[config.mk]
export PLATFORM = sky130hd
export DESIGN_NAME = mv_uart_rx
export DESIGN_NICKNAME = d
export VERILOG_FILES = /design/src/rtl/mv_uart_rx_pkg.sv /design/src/rtl/mv_sync.sv /design/src/rtl/mv_sampler.sv /design/src/rtl/mv_frame.sv /design/src/rtl/mv_uart_rx.sv
export SDC_FILE = /design/constraint.sdc
export NUM_CORES = 1
export LEC_CHECK = 0
export BUFFER_PORTS_ARGS = -buffer_cell sky130_fd_sc_hd__buf_4
export CORE_UTILIZATION = 50
export CTS_CLUSTER_DIAMETER = 40
export DETAILED_ROUTE_END_ITERATION = 8
export GPL_ROUTABILITY_DRIVEN = 0
export GPL_TIMING_DRIVEN = 0
export PLACE_DENSITY = 0.73
export SYNTH_ARGS = -nofsm -noshare
export SYNTH_HDL_FRONTEND = slang
export SYNTH_SLANG_ARGS = --single-unit
export TNS_END_PERCENT = 50
[constraint.sdc]
create_clock -name clk -period 1 [get_ports clk]
set_input_delay 0.05 -clock clk [delete_from_list [all_inputs] [get_ports clk]]
set_output_delay 0.05 -clock clk [all_outputs]
set_load 0.01 [all_outputs]
[src/rtl/mv_uart_rx_pkg.sv]
// Shared types for the free-running majority-vote serial receiver.
package mv_uart_rx_pkg;

    // Frame machine states
    typedef enum logic [1:0] {
        ST_IDLE  = 2'd0,
        ST_DATA  = 2'd1,
        ST_STOP  = 2'd2,
        ST_WAIT1 = 2'd3
    } rx_state_e;

endpackage

[src/rtl/mv_sync.sv]
// Multi-stage synchroniser for one asynchronous bit.
// Assumes the input is idle high; the chain resets to 1 so no false start is seen.
module mv_sync #(
    parameter int STAGES = 2
) (
    input  logic clk,
    input  logic rst_n,
    input  logic d_async,
    output logic d_sync
);
    logic [STAGES-1:0] chain;

    // Shift the asynchronous input through the flop chain
    always_ff @(posedge clk) begin
        if (!rst_n) chain <= '1;
        else        chain <= {chain[STAGES-2:0], d_async};
    end

    assign d_sync = chain[STAGES-1];
endmodule

[src/rtl/mv_sampler.sv]
// Free-running oversampling phase counter with a 2-of-3 majority vote.
// The counter only advances on tick16. Line activity never resets it.
// Three samples are taken at phases FIRST, FIRST+1 and FIRST+2, and the vote
// is registered on the last of them.
module mv_sampler #(
    parameter int OSR   = 16,
    parameter int FIRST = 6
) (
    input  logic clk,
    input  logic rst_n,
    input  logic tick16,
    input  logic rx_s,
    output logic vote_vld,
    output logic vote_bit
);
    localparam int PH_W = $clog2(OSR);
    localparam logic [PH_W-1:0] PH_LAST = PH_W'(OSR - 1);
    localparam logic [PH_W-1:0] PH_S0   = PH_W'(FIRST);
    localparam logic [PH_W-1:0] PH_S1   = PH_W'(FIRST + 1);
    localparam logic [PH_W-1:0] PH_S2   = PH_W'(FIRST + 2);

    logic [PH_W-1:0] phase;
    logic [1:0]      held;
    logic            maj;

    // Free-running phase counter, advanced by the oversampling enable
    always_ff @(posedge clk) begin
        if (!rst_n)      phase <= '0;
        else if (tick16) phase <= (phase == PH_LAST) ? '0 : phase + 1'b1;
    end

    // Capture the first two samples of the window
    always_ff @(posedge clk) begin
        if (!rst_n) held <= 2'b11;
        else if (tick16 && (phase == PH_S0 || phase == PH_S1))
            held <= {held[0], rx_s};
    end

    // Two of three: the current line value is the third sample
    assign maj = (held[1] & held[0]) | (held[1] & rx_s) | (held[0] & rx_s);

    // Register the vote on the third sample tick
    always_ff @(posedge clk) begin
        if (!rst_n) begin
            vote_vld <= 1'b0;
            vote_bit <= 1'b1;
        end else begin
            vote_vld <= tick16 && (phase == PH_S2);
            if (tick16 && (phase == PH_S2)) vote_bit <= maj;
        end
    end

    // the phase is frozen between ticks
    a_r2_phase_hold: assert property (@(posedge clk) disable iff (!rst_n)
        !tick16 |=> $stable(phase));
    // the phase wraps to zero after the last position
    a_r2_phase_wrap: assert property (@(posedge clk) disable iff (!rst_n)
        (tick16 && phase == PH_LAST) |=> (phase == '0));
    // a vote only follows a tick
    a_r4_vote_after_tick: assert property (@(posedge clk) disable iff (!rst_n)
        vote_vld |-> $past(tick16));
endmodule

[src/rtl/mv_frame.sv]
// Frame machine: start detect, LSB-first shift, stop check, byte strobe and overrun.
// Assumes vote_vld pulses at most once per bit period.
module mv_frame
    import mv_uart_rx_pkg::*;
#(
    parameter int DATA_W = 8
) (
    input  logic              clk,
    input  logic              rst_n,
    input  logic              vote_vld,
    input  logic              vote_bit,
    input  logic              rd_ack,
    input  logic              ovr_clr,
    output logic [DATA_W-1:0] rx_data,
    output logic              rx_valid,
    output logic              frame_err,
    output logic              overrun
);
    localparam int CNT_W = $clog2(DATA_W);
    localparam logic [CNT_W-1:0] CNT_LAST = CNT_W'(DATA_W - 1);

    rx_state_e         state;
    logic [CNT_W-1:0]  cnt;
    logic [DATA_W-1:0] sr;
    logic              pending;
    logic              byte_done;

    assign byte_done = vote_vld && (state == ST_STOP);

    // Sequence start, data and stop bits on each vote
    always_ff @(posedge clk) begin
        if (!rst_n) begin
            state <= ST_IDLE;
            cnt   <= '0;
            sr    <= '0;
        end else if (vote_vld) begin
            case (state)
                ST_IDLE: if (!vote_bit) begin
                    state <= ST_DATA;
                    cnt   <= '0;
                end
                ST_DATA: begin
                    sr  <= {vote_bit, sr[DATA_W-1:1]};
                    cnt <= cnt + 1'b1;
                    if (cnt == CNT_LAST) state <= ST_STOP;
                end
                ST_STOP:  state <= vote_bit ? ST_IDLE : ST_WAIT1;
                ST_WAIT1: if (vote_bit) state <= ST_IDLE;
                default:  state <= ST_IDLE;
            endcase
        end
    end

    // Present the byte, its strobe and its framing flag
    always_ff @(posedge clk) begin
        if (!rst_n) begin
            rx_data   <= '0;
            rx_valid  <= 1'b0;
            frame_err <= 1'b0;
        end else begin
            rx_valid <= byte_done;
            if (byte_done) begin
                rx_data   <= sr;
                frame_err <= !vote_bit;
            end
        end
    end

    // Track the unacknowledged byte and the sticky overrun flag
    always_ff @(posedge clk) begin
        if (!rst_n) begin
            pending <= 1'b0;
            overrun <= 1'b0;
        end else begin
            if (byte_done)   pending <= 1'b1;
            else if (rd_ack) pending <= 1'b0;
            if (byte_done && pending && !rd_ack) overrun <= 1'b1;
            else if (ovr_clr)                    overrun <= 1'b0;
        end
    end

    // the strobe is a single cycle
    a_r6_single_pulse: assert property (@(posedge clk) disable iff (!rst_n)
        rx_valid |=> !rx_valid);
    // the strobe only follows a vote
    a_r6_valid_from_vote: assert property (@(posedge clk) disable iff (!rst_n)
        rx_valid |-> $past(vote_vld));
    // a new framing error appears only with a strobe
    a_r7_err_with_valid: assert property (@(posedge clk) disable iff (!rst_n)
        $rose(frame_err) |-> rx_valid);
    // overrun stays set until cleared
    a_r8_overrun_sticky: assert property (@(posedge clk) disable iff (!rst_n)
        (overrun && !ovr_clr) |=> overrun);
endmodule

[src/rtl/mv_uart_rx.sv]
// Top level of the free-running majority-vote serial receiver.
// Assumes tick16 is a one-cycle pulse at sixteen times the bit rate.
module mv_uart_rx #(
    parameter int DATA_W   = 8,
    parameter int OSR      = 16,
    parameter int FIRST    = 6,
    parameter int SYNC_LEN = 2
) (
    input  logic              clk,
    input  logic              rst_n,
    input  logic              tick16,
    input  logic              rx_async,
    input  logic              rd_ack,
    input  logic              ovr_clr,
    output logic [DATA_W-1:0] rx_data,
    output logic              rx_valid,
    output logic              frame_err,
    output logic              overrun
);
    logic rx_s;
    logic vote_vld;
    logic vote_bit;

    mv_sync #(.STAGES(SYNC_LEN)) u_sync (
        .clk     (clk),
        .rst_n   (rst_n),
        .d_async (rx_async),
        .d_sync  (rx_s)
    );

    mv_sampler #(.OSR(OSR), .FIRST(FIRST)) u_sampler (
        .clk      (clk),
        .rst_n    (rst_n),
        .tick16   (tick16),
        .rx_s     (rx_s),
        .vote_vld (vote_vld),
        .vote_bit (vote_bit)
    );

    mv_frame #(.DATA_W(DATA_W)) u_frame (
        .clk       (clk),
        .rst_n     (rst_n),
        .vote_vld  (vote_vld),
        .vote_bit  (vote_bit),
        .rd_ack    (rd_ack),
        .ovr_clr   (ovr_clr),
        .rx_data   (rx_data),
        .rx_valid  (rx_valid),
        .frame_err (frame_err),
        .overrun   (overrun)
    );
endmodule

After elaboration in Yosys (flattened, before gate mapping)
Cells that the tools add are included.

$add $sub $neg: 2. Equal/unequal tests: 11. Multiplexer cells: 12. Bitwise gates (word level): 5. Reduce and logical (&&, ||, !) cells: 15.

Operators by type and width (count): $eq 4x3->1 const B (2); $eq 4x4->1 const B (2); $mux 2 (4); $pmux 2 s4 (1); $pmux 3 s2 (1); $reduce_bool 2->1 (3); $logic_and 1x1->1 (5); $add 4x1->4 const B (1); $eq 2x2->1 const B (2); $mux 1 (4); $mux 4 (1); $ne 2x2->1 const B (2); $reduce_and 4->1 (1); $add 3x1->3 const B (1); $and 1x1->1 (3); $eq 3x3->1 const B (1); $mux 3 (1); $reduce_and 3->1 (1); $eq 2x1->1 const B (1); $logic_not 1->1 (2); $logic_not 2->1 (1); $ne 2x1->1 const B (1); $or 1x1->1 (2); $reduce_and 2->1 (1); $logic_or 1x1->1 (1).

Register bits: 35. Bits of input ports: 6. Logic and storage cells: 58.

Longest topological paths before layout
Gate-level depths: netlist (run 1).

Depth after elaboration: 5. Mapped depth: 5.

Hierarchy
A second synthesis (run 1) with hierarchy kept.

Cells, all modules: 145. Area total of the unflattened synthesis: 1405.1 µm².

By module, submodules not included: mv_frame (instances 1, cells each 99, area an instance 974.7 µm², seq. area each 500.5 µm²); mv_sampler (instances 1, cells each 42, area an instance 377.9 µm², seq. area each 160.2 µm²); mv_sync (instances 1, cells each 4, area an instance 52.6 µm², seq. area each 40.0 µm²).

Worst setup path before layout (run 1)
No wires, ideal clock.

Path type: register to register. From: register u_sampler.phase[1]. To: register u_sampler.phase[1]. Setup time: 0.128 ns. Data arrival time: 0.961 ns. Data required time: 0.872 ns. Path slack: -0.088 ns. Stages on the path, launching flop included: 5. Cell sequence: dfxtp_1 -> bufinv_8 -> ha_1 -> mux2i_1 -> nor2_1.

Word-level cells in the longest chain between the ends: 2.

Ends and longest elaborated chain: start, declared (line mv_sampler.sv:22) `logic [PH_W-1:0] phase;`; start signal, assigned (line mv_sampler.sv:29) `else if (tick16) phase <= (phase == PH_LAST) ? '0 : phase + 1'b1;`; $add 4x1->4 or $eq 4x4->1 (tied branches) (line mv_sampler.sv:29); $mux 4 * (line mv_sampler.sv:29).

Mark *: on every way between the ends. The rest lies on a longest branch, timed or not. A chain may end at the register's enable or synchronous reset.

Worst setup path after layout (run 1)
From: register u_sampler.phase[3]. To: register u_sampler.phase[3].

The elaborated chain is that of the path after synthesis.

==> results.md, run 1 <==
- Final Skew: 10.1 ps
- Worst slew pin tran: 546 ps
- CP arrival: 1370 ps
- Mapped cell area: 1400 um2
- # rows: 18
- Run status: finished with violations
- Worst-Skew Late Latency: 340 ps
- Critical Path RT: 1270 ps
- CTS tree: done
- Overall global routing resource usage: 0.223
- I/O pin total: 17
- Total power: 2.32 mW
- Kind of critical path: reg2reg
- Max FO, Critical Path: 5
- Commonest non-fill, non-tap cells in the layout: 27 x nand2_1, 26 x dfxtp_1, 20 x a21oi_1, 19 x buf_4, 9 x nand2_2
- Syn Area/Cell: 8.82 um2
- Die H: 55.0 um
- Clk slew on worst S/H paths: 110 ps
- Wire length per cell: 13.1 um
- DP HPWL: 1.81 mm
- Min-delay worst type: in2reg
- Root Driver: clkbuf_4
- Clock buffer depth: 2
- Die W: 55.0 um
- Max Slew Vio Count: 0
- Worst Min Path Start: tick16
- Async SR Flop Fraction: 0
- Global-route wire length before repair: 4.59 mm
- Post-synth EDFFs: 0
- Share of layout cells above drive strength 1: 0.358
- Post-synthesis cell count: 159
- Worst vdd ir: 1.05 mV
- Final min period: 1100 ps
- WHS: 24.0 ps
- Area grow syn2layout: 28.5%
- Total gr overflow: 0
- Net count, final: 198
- Core area: 2570 um2
- Initial antenna violation count: 0
- DR iter-0 viols: 26
- Die area: 3020 um2
- Clock sinks: 35
- Reg-to-reg startpoint: u_sampler.phase[3]
- PwrDens: 1290 nW/um2
- Vias/cell: 5.35
- RSZ-0062 raised after global routing: true
- H-tree depth: 2
- Antenna-violating nets left: 0
- Worst setup margin: -102 ps
- Post-route DRC: 0
- Final setup viols: 22
- Final WL: 2.85 mm
- Number of library cell types mapped by synthesis: 32
- Most common cell after layout, fill and taps aside: nand2_1
- Diode count: 0
- Main synth FF type: dfxtp_1
- Sequential share of the synthesized area: 0.500
- Rel. slew slack: 0.636
- Vias in the first global route: 1,048
- Lkg Pwr: 0.657 nW
- Fmax: 0.908 GHz
- Total CTS buffers: 5
- Startpoint Class: flop
- Failing checks: negative setup slack
- Largest net degree at the start of global routing: 11
- Crit. End Element: flop
- FF+latch count, synth: 35
- Worst setup startpoint: u_sampler.phase[3]
- Vias after detailed routing: 1,162
- Warnings from Yosys: 0
- MaxCap Viol Count: 0
- Initial core utilization: 0.546
- Syn_nets: 170
- Finished Core Util: 0.702
- Port-buffer cells: 15
- Final Hold Fails: 0
- Detailed Routing Iterations Pass 1: 4
- Tcrit/Tclk final: 1.10
metal layers:
layer,routed length [um],GRT usage,up-vias
met2,1460,0.402,29
li1,-,-,587
met5,0,0,-
met3,155,0.0902,5
met4,27,0.0750,0
met1,1210,0.234,541
power by group:
group,internal (mW),switching [mW]
logic,0.0574,0.0626
clock network,0.326,0.470
registers,1.39,0.0155
total,1.77,0.548
what timing repair did:
| item | in CTS | in global routing |
|---|---|---|
| hold endpoints to repair | 6 | 0 |
| endpoints found under the setup margin | 31 | 29 |
| gates cloned | 1 | 0 |
| hold buffers | 3 | 0 |
| pin swaps | 10 | 21 |
| gates resized for setup | 30 | 18 |
| buffers inserted | 3 | 1 |
critical path, cell delays in order (launching register included):
cell and delay [ps]:
dfxtp_1 360, nand3b_4 180, or3_1 330, a21oi_1 160
path summary, 6_finish.rpt:
| path | end | slack, ps | depth (start not counted) |
|---|---|---|---|
| max reg2reg | u_sampler.phase[3] | -100 | 3 |
| max | u_sampler.phase[3] | -100 | 3 |
| min | u_sampler.phase[1] | 20 | 3 |
| min reg2reg | u_sync.chain[1] | 420 | 1 |
kinds of logic (layout without fill, tap and decap cells):
logic type | Yosys count | in the layout | synth area share
adders and majority gates | 5 | 5 | 0.0446
buffers and inverters | 13 | 41 | 0.0598
and+or+nand+nor | 62 | 62 | 0.210
muxes | 2 | 2 | 0.0143
xor gates and xnor gates | 1 | 1 | 0.00625
AOI/OAI and AO/OA | 41 | 41 | 0.166
DFF | 35 | 35 | 0.500
per-stage QoR:
| step | cell area [um2] | setup WS, ps | TNS, ps | cells |
|---|---|---|---|---|
| after floorplan | 1420 | -19.6 | -37.6 | 159 |
| after global placement | 1570 | -93.9 | -1660 | 204 |
| after detailed placement | 1570 | -134 | -2620 | 204 |
| after CTS | 1750 | -90.7 | -707 | 216 |
| after global routing | 1800 | -138 | -2610 | 217 |
| final | 1800 | -102 | -860 | 217 |
cells in the mapped netlist (3+ instances only):
cell / number / share of area
dfxtp_1: 35 / 0.50
nand2_1: 36 / 0.096
a21oi_1: 24 / 0.086
ha_1: 5 / 0.045
clkbuf_1: 3 / 0.0080
nand2b_1: 5 / 0.022
buf_4: 3 / 0.016
o21ai_0: 8 / 0.029
nor2_1: 10 / 0.027
layout make-up:
class / count / area [um2]
fill: 211 / 764
sequential: 35 / 727
multi-input combinational: 111 / 717
timing repair buffer: 23 / 188
buffer: 7 / 52.6
clock buffer: 6 / 51.3
tap: 30 / 37.5
inverter: 4 / 25.0
clock inverter: 1 / 5.00
registers in the layout, indices dropped and copies added (netlist names):
signal and cells:
u_sync.chain 2, u_sampler.phase 4, u_sampler.vote_vld 1, u_frame.frame_err 1, u_frame.state 2, u_frame.sr 8
u_frame.cnt 3, u_sampler.vote_bit 1, u_frame.rx_valid 1, u_frame.pending 1, u_sampler.held 2, u_frame.rx_data 8
u_frame.overrun 1
No activity file was read; power rests on OpenSTA's default activity.
==> run 2: changes to the inputs <==
--- a/config.mk
+++ b/config.mk
@@ -5,14 +5,16 @@
 export SDC_FILE = /design/constraint.sdc
 export NUM_CORES = 1
 export LEC_CHECK = 0
+export ABC_CLOCK_PERIOD_IN_PS = 1000
 export BUFFER_PORTS_ARGS = -buffer_cell sky130_fd_sc_hd__buf_4
 export CORE_UTILIZATION = 50
 export CTS_CLUSTER_DIAMETER = 40
 export DETAILED_ROUTE_END_ITERATION = 8
 export GPL_ROUTABILITY_DRIVEN = 0
 export GPL_TIMING_DRIVEN = 0
-export PLACE_DENSITY = 0.73
+export PLACE_DENSITY = 0.72
 export SYNTH_ARGS = -nofsm -noshare
 export SYNTH_HDL_FRONTEND = slang
+export SYNTH_HIERARCHICAL = 1
 export SYNTH_SLANG_ARGS = --single-unit
 export TNS_END_PERCENT = 50
==> run 2 against run 1 <==
Effect of this change: the flow still finishes with violations (negative setup slack); clock-buffer cell count is 2 higher; sequential share of layout area is 5.6 points lower; fmax is 6.5% lower; flip-flop and latch count stayed put; global-route usage is 1.7 points higher; synthesized cell count is 8.8% lower.
==> results.md, run 2 <==
- Syn_nets: 156 (was 170)
- Port-buffer cells: 15 (unchanged)
- Vias/cell: 5.72 (was 5.35)
- Wire length per cell: 15.8 um (was 13.1 um)
- FF+latch count, synth: 35 (unchanged)
- Total gr overflow: 0 (unchanged)
- Number of library cell types mapped by synthesis: 30 (was 32)
- Core area: 2570 um2 (unchanged)
- Hold path endpoint: u_sampler/phase[0] (was u_sampler.phase[1])
- Reg-to-reg startpoint: u_sampler/phase[1] (was u_sampler.phase[3])
- Net count, final: 198 (unchanged)
- Post-synth EDFFs: 0 (unchanged)
- Max FO, Critical Path: 6 (was 5)
- Die W: 55.0 um (about the same)
- Share of layout cells above drive strength 1: 0.505 (was 0.358)
- Warnings from Yosys: 6 (was 0)
- Final setup viols: 30 (was 22)
- Initial antenna violation count: 0 (unchanged)
- Global-route wire length before repair: 4.96 mm (was 4.59 mm)
- Clk slew on worst S/H paths: 90 ps (was 110 ps)
- Fmax: 0.849 GHz (was 0.908 GHz)
- Count leader, synth: dfxtp_1 (was nand2_1)
- Worst Min Path Start: tick16 (unchanged)
- Post-synthesis cell count: 145 (was 159)
- Clock buffer depth: 2 (unchanged)
- Share of the synthesized area in the top cell type: 0.499 (was 0.500)
- Reg-to-Reg End: u_sampler/held[1] (was u_sampler.phase[3])
- CTS tree: done (unchanged)
- I/O pin total: 17 (unchanged)
- R2r setup slk: -180 ps (was -100 ps)
- Area grow syn2layout: 48.1% (was 28.5%)
- Vias in the first global route: 1,094 (was 1,048)
- Largest net degree at the start of global routing: 11 (unchanged)
- Total CTS buffers: 5 (unchanged)
- DR iter-0 viols: 15 (was 26)
- Post-route DRC: 0 (unchanged)
- Failing checks: negative setup slack (unchanged)
- MaxCap Viol Count: 0 (unchanged)
- Hold path depth: 3 (unchanged)
- Final Skew: 4.75 ps (was 10.1 ps)
- Worst-Skew Late Latency: 320 ps (was 340 ps)
- Run status: finished with violations (unchanged)
- Mapped cell area: 1410 um2 (was 1400 um2)
- Vias after detailed routing: 1,247 (was 1,162)
- PwrDens: 1150 nW/um2 (was 1290 nW/um2)
- Worst vdd ir: 1.14 mV (was 1.05 mV)
- RSZ-0062 raised after global routing: true (unchanged)
- Rel. slew slack: 0.514 (was 0.636)
- Overall global routing resource usage: 0.240 (was 0.223)
- Startpoint Class: flop (unchanged)
- Post-synth top area cell: dfxtp_1 (unchanged)
- Total power: 2.39 mW (was 2.32 mW)
- Clock sinks: 35 (unchanged)
- Most frequent cells after synthesis: 35 x dfxtp_1, 18 x nand3_1, 14 x o21ai_0, 9 x nand2_1 (was 36 x nand2_1, 35 x dfxtp_1, 24 x a21oi_1, 10 x nor2_1, 8 x o21ai_0)
- Syn Area/Cell: 9.69 um2 (was 8.82 um2)
- Crit. End Element: flop (unchanged)
- R2R depth: 5 (was 3)
- Max Slew Vio Count: 0 (unchanged)
- Async SR Flop Fraction: 0 (unchanged)
- Lkg Pwr: 0.798 nW (was 0.657 nW)
- Sequential share of the synthesized area: 0.499 (was 0.500)
- Main synth FF type: dfxtp_1 (unchanged)
- Detailed Routing Iterations Pass 1: 4 (unchanged)
- Min-delay worst type: in2reg (unchanged)
- Antenna-violating nets left: 0 (unchanged)
- DP HPWL: 1.99 mm (was 1.81 mm)
- Final Hold Fails: 0 (unchanged)
- Commonest non-fill, non-tap cells in the layout: 27 x dfxtp_1, 25 x buf_4, 16 x nand3_2, 11 x o21ai_1, 10 x o21ai_2 (was 27 x nand2_1, 26 x dfxtp_1, 20 x a21oi_1, 19 x buf_4, 9 x nand2_2)
- H-tree depth: 2 (unchanged)
- Initial core utilization: 0.547 (was 0.546)
- Most common cell after layout, fill and taps aside: dfxtp_1 (was nand2_1)
- Diode count: 0 (unchanged)
- # rows: 18 (unchanged)
- Kind of critical path: reg2reg (unchanged)
- Critical Path RT: 1200 ps (was 1270 ps)
- CP arrival: 1380 ps (was 1370 ps)
- Biggest regs: u_frame/rx_data x8, u_frame/sr x8, u_sampler/phase x4 (was u_frame.rx_data x8, u_frame.sr x8, u_sampler.phase x4)
- Worst slew pin tran: 729 ps (was 546 ps)
- Worst setup margin: -178 ps (was -102 ps)
- WHS: 35.1 ps (was 24.0 ps)
- Root Driver: clkbuf_4 (unchanged)
- Final min period: 1180 ps (was 1100 ps)
- Ranking of synthesized cells by area: dfxtp_1 50%, nand3_1 6.4%, o21ai_0 5.0% (was dfxtp_1 50%, nand2_1 9.6%, a21oi_1 8.6%)
- Die H: 55.0 um (about the same)
- Tcrit/Tclk final: 1.18 (was 1.10)
- Die area: 3030 um2 (was 3020 um2)
- Final WL: 3.45 mm (was 2.85 mm)
- # fillers: 158 (was 211)
run 2: metal layers:
layer / wire, um / global-route usage / up-vias / share of wire
met2: 1790 / 0.396 / 40 / 0.52
li1: - / - / 606 / -
met4: 42 / 0.0958 / 0 / 0.012
met3: 189 / 0.0656 / 7 / 0.055
met5: 0 / 0 / - / 0
met1: 1420 / 0.295 / 594 / 0.41
run 2: repair_timing:
action | in CTS | in global routing
setup buffers | 9 | 6
resized for setup | 30 | 29
hold buffers | 3 | 0
pin swaps | 18 | 11
cloned | 2 | 0
endpoints found under the hold margin | 5 | 0
endpoints found under the setup margin | 27 | 30
run 2: worst max path at each step:
stage | from | endpoint | slack [ps] | depth (start not counted)
floorplan | u_sampler/phase[0] | u_sampler/held[1] | -50 | 5
global placement | u_sampler/phase[0] | u_sampler/held[0] | -130 | 5
detailed placement | u_sampler/phase[0] | u_sampler/held[0] | -180 | 5
CTS | u_sampler/phase[0] | u_sampler/held[0] | -150 | 6
global route | u_sampler/phase[1] | u_sampler/held[0] | -240 | 4
finish | u_sampler/phase[1] | u_sampler/held[1] | -180 | 5
run 2: through the flow:
| stage | setup WS, ps | area (um2) | TNS [ps] | utilization | instances |
|---|---|---|---|---|---|
| floorplan | -51.3 | 1470 | -149 | - | 145 |
| global placement | -128 | 1620 | -1410 | 0.630 | 190 |
| global route | -240 | 2080 | -3570 | 0.810 | 218 |
| finish | -178 | 2080 | -2380 | 0.810 | 218 |
| CTS | -150 | 1910 | -1580 | 0.745 | 212 |
| detailed placement | -178 | 1620 | -2230 | 0.630 | 190 |
run 2: layout make-up:
type / count / area (um2) / share of cell area
multi-input combinational: 95 / 811 / 0.390
sequential: 35 / 723 / 0.348
clock buffer: 8 / 68.8 / 0.0331
inverter: 7 / 31.3 / 0.0150
buffer: 8 / 75.1 / 0.0361
timing repair buffer: 35 / 334 / 0.161
tap: 30 / 37.5 / 0.0180
run 2: logic make-up (layout without fill, tap and decap cells):
logic type | after synthesis | in the layout | synth area share
compound gates | 38 | 38 | 0.181
buf+inv | 15 | 58 | 0.0632
fa+ha+maj | 5 | 5 | 0.0445
simple gates | 49 | 49 | 0.192
flops | 35 | 35 | 0.499
mux | 2 | 2 | 0.0142
xor+xnor | 1 | 1 | 0.00623
run 2: power breakdown:
part	switching (mW)	internal, mW
clock network	0.424	0.414
logic	0.0771	0.0615
registers	0.0179	1.39
run 2: worst max-delay path, stage by stage (launching register included):
cell and delay [ps]:
dfxtp_4 420, ha_4 160, o211ai_1 80, buf_4 170, o21ai_2 120, o311ai_2 110
==> run 3: changes to the inputs <==
--- a/config.mk
+++ b/config.mk
@@ -7,6 +7,7 @@
 export LEC_CHECK = 0
 export ABC_CLOCK_PERIOD_IN_PS = 1000
 export BUFFER_PORTS_ARGS = -buffer_cell sky130_fd_sc_hd__buf_4
+export CORE_MARGIN = 3
 export CORE_UTILIZATION = 50
 export CTS_CLUSTER_DIAMETER = 40
 export DETAILED_ROUTE_END_ITERATION = 8
==> run 3 against run 2 <==
Effect of this change: combinational power shrank 9%; largest power group unchanged; critical path depth is the same; the run still ends with negative setup slack left; largest cell class unchanged; sequential power is essentially flat.
==> results.md, run 3 (synthesis gave the netlist of run 2 again) <==
- # fillers: 178 (was 158)
- Hold path depth: 3 (unchanged)
- Root Driver: clkbuf_4 (unchanged)
- Overall global routing resource usage: 0.201 (was 0.240)
- Min-delay worst type: in2reg (unchanged)
- WHS: 56.1 ps (was 35.1 ps)
- Vias in the first global route: 1,196 (was 1,094)
- Worst-Skew Late Latency: 310 ps (was 320 ps)
- Run status: finished with violations (unchanged)
- Detailed Routing Iterations Pass 1: 4 (unchanged)
- Final WL: 3.47 mm (was 3.45 mm)
- Most common cell after layout, fill and taps aside: dfxtp_1 (unchanged)
- Startpoint Class: flop (unchanged)
- Worst Min Path Start: tick16 (unchanged)
- Worst slew pin tran: 703 ps (was 729 ps)
- CP arrival: 1370 ps (was 1380 ps)
- Global-route wire length before repair: 5.26 mm (was 4.96 mm)
- Port-buffer cells: 15 (unchanged)
- I/O pin total: 17 (unchanged)
- Antenna-violating nets left: 0 (unchanged)
- H-tree depth: 2 (unchanged)
- Commonest non-fill, non-tap cells in the layout: 27 x dfxtp_1, 24 x buf_4, 16 x nand3_2, 11 x o21ai_2, 9 x o21ai_1 (was 27 x dfxtp_1, 25 x buf_4, 16 x nand3_2, 11 x o21ai_1, 10 x o21ai_2)
- Total CTS buffers: 5 (unchanged)
- Max FO, Critical Path: 6 (unchanged)
- Wire length per cell: 16.3 um (was 15.8 um)
- CTS tree: done (unchanged)
- Worst setup startpoint: u_sampler/phase[1] (unchanged)
- Clock buffer depth: 2 (unchanged)
- Failing checks: negative setup slack (unchanged)
- DP HPWL: 2.04 mm (was 1.99 mm)
- Worst setup margin: -159 ps (was -178 ps)
- Met1 GRT Util: 0.242 (was 0.295)
- Initial core utilization: 0.547 (unchanged)
- Die H: 59.0 um (was 55.0 um)
- Tcrit/Tclk final: 1.16 (was 1.18)
- Crit. End Element: flop (unchanged)
- RSZ-0062 raised after global routing: true (unchanged)
- Final setup viols: 27 (was 30)
- Total gr overflow: 0 (unchanged)
- GR peak layer: met2 (unchanged)
- Final Hold Fails: 0 (unchanged)
- Largest net degree at the start of global routing: 11 (unchanged)
- DR iter-0 viols: 23 (was 15)
- # rows: 18 (unchanged)
- PwrDens: 1190 nW/um2 (was 1150 nW/um2)
- GR met2 Demand/Resource: 0.352 (was 0.396)
- Vias/cell: 5.95 (was 5.72)
- Post-route DRC: 0 (unchanged)
- Setup TNS: -1760 ps (was -2380 ps)
- Core area: 2570 um2 (unchanged)
- Clock sinks: 35 (unchanged)
- Area grow syn2layout: 41.1% (was 48.1%)
- Die W: 59.0 um (was 55.0 um)
- Fmax: 0.863 GHz (was 0.849 GHz)
- Lkg Pwr: 0.757 nW (was 0.798 nW)
- Initial antenna violation count: 0 (unchanged)
- Critical Path RT: 1210 ps (was 1200 ps)
- Placed Cells: 190 (unchanged)
- Kind of critical path: reg2reg (unchanged)
- Reg-to-reg startpoint: u_sampler/phase[1] (unchanged)
- Net count, final: 193 (was 198)
- Biggest regs: u_frame/rx_data x8, u_frame/sr x8, u_sampler/phase x4 (unchanged)
- Worst vdd ir: 1.21 mV (was 1.14 mV)
- R2R depth: 5 (unchanged)
- Met3 GRT Util: 0.0479 (was 0.0656)
- Diode count: 0 (unchanged)
- Finished Core Util: 0.772 (was 0.810)
- Final min period: 1160 ps (was 1180 ps)
- Vias after detailed routing: 1,268 (was 1,247)
- MaxCap Viol Count: 0 (unchanged)
- Max Slew Vio Count: 0 (unchanged)
- Die area: 3480 um2 (was 3030 um2)
- Post-Layout Cell Count: 213 (was 218)
- Total power: 2.37 mW (was 2.39 mW)
- Clk slew on worst S/H paths: 100 ps (was 90 ps)
- Rel. slew slack: 0.532 (was 0.514)
- Final Skew: 6.33 ps (was 4.75 ps)
- Share of layout cells above drive strength 1: 0.486 (was 0.505)
-- run 3: cell count changes in the layout (fill, tap and decap cells not counted), moves of 2 or more --
cell,delta
o21ai_1,-2
a31oi_2,-2
buf_6,-2
buf_12,-2
-- run 3: through the flow --
step	cell area [um2]	worst slack, ps
4_1_cts	1870	-145
2_1_floorplan	1470	-51.3
3_3_place_gp	1620	-128
6_report	1980	-159
3_5_place_dp	1620	-192
5_1_grt	1980	-205
-- run 3: final timing paths --
| kind | endpoint | slack [ps] |
|---|---|---|
| worst max-delay path | u_sampler/vote_bit | -160 |
| worst min-delay path | u_sampler/phase[0] | 60 |
| worst max register to register | u_sampler/vote_bit | -160 |
| worst min register to register | u_sync/chain[1] | 430 |
-- run 3: routing by layer --
layer | part of all wire | wire [um]
met5 | 0 | 0
met4 | 0.0061 | 21
met3 | 0.068 | 234
met2 | 0.52 | 1820
met1 | 0.40 | 1400
-- run 3: report_power, final --
group	internal (mW)	leakage, nW	total [mW]	switching (mW)
Combinational	0.0516	0.431	0.126	0.0749
Sequential	1.39	0.287	1.41	0.0152
Clock	0.414	0.0386	0.835	0.421
Total	1.86	0.757	2.37	0.511
-- run 3: what timing repair did --
| item | in CTS | in global routing |
|---|---|---|
| cloned | 2 | 0 |
| endpoints found under the setup margin | 27 | 29 |
| pin swaps | 15 | 12 |
| hold buffers | 3 | 0 |
| endpoints found under the hold margin | 5 | 0 |
| resized for setup | 28 | 25 |
| setup buffers | 6 | 4 |
-- run 3: layout make-up --
cell class	instances	area [um2]	share of cell area
repair buffers	30	264	0.133
well taps	30	37.5	0.0189
plain buffers	8	75.1	0.0379
multi-input cells	95	783	0.395
clock buffers	8	68.8	0.0347
flip-flops and latches	35	726	0.366
inverters	7	28.8	0.0145
-- run 3: worst max-delay path: stages, from the launching register on --
cell and delay (ps):
dfxtp_4 390, inv_1 80, ha_1 180, nand4b_2 160, a21oi_2 180, o31ai_2 70
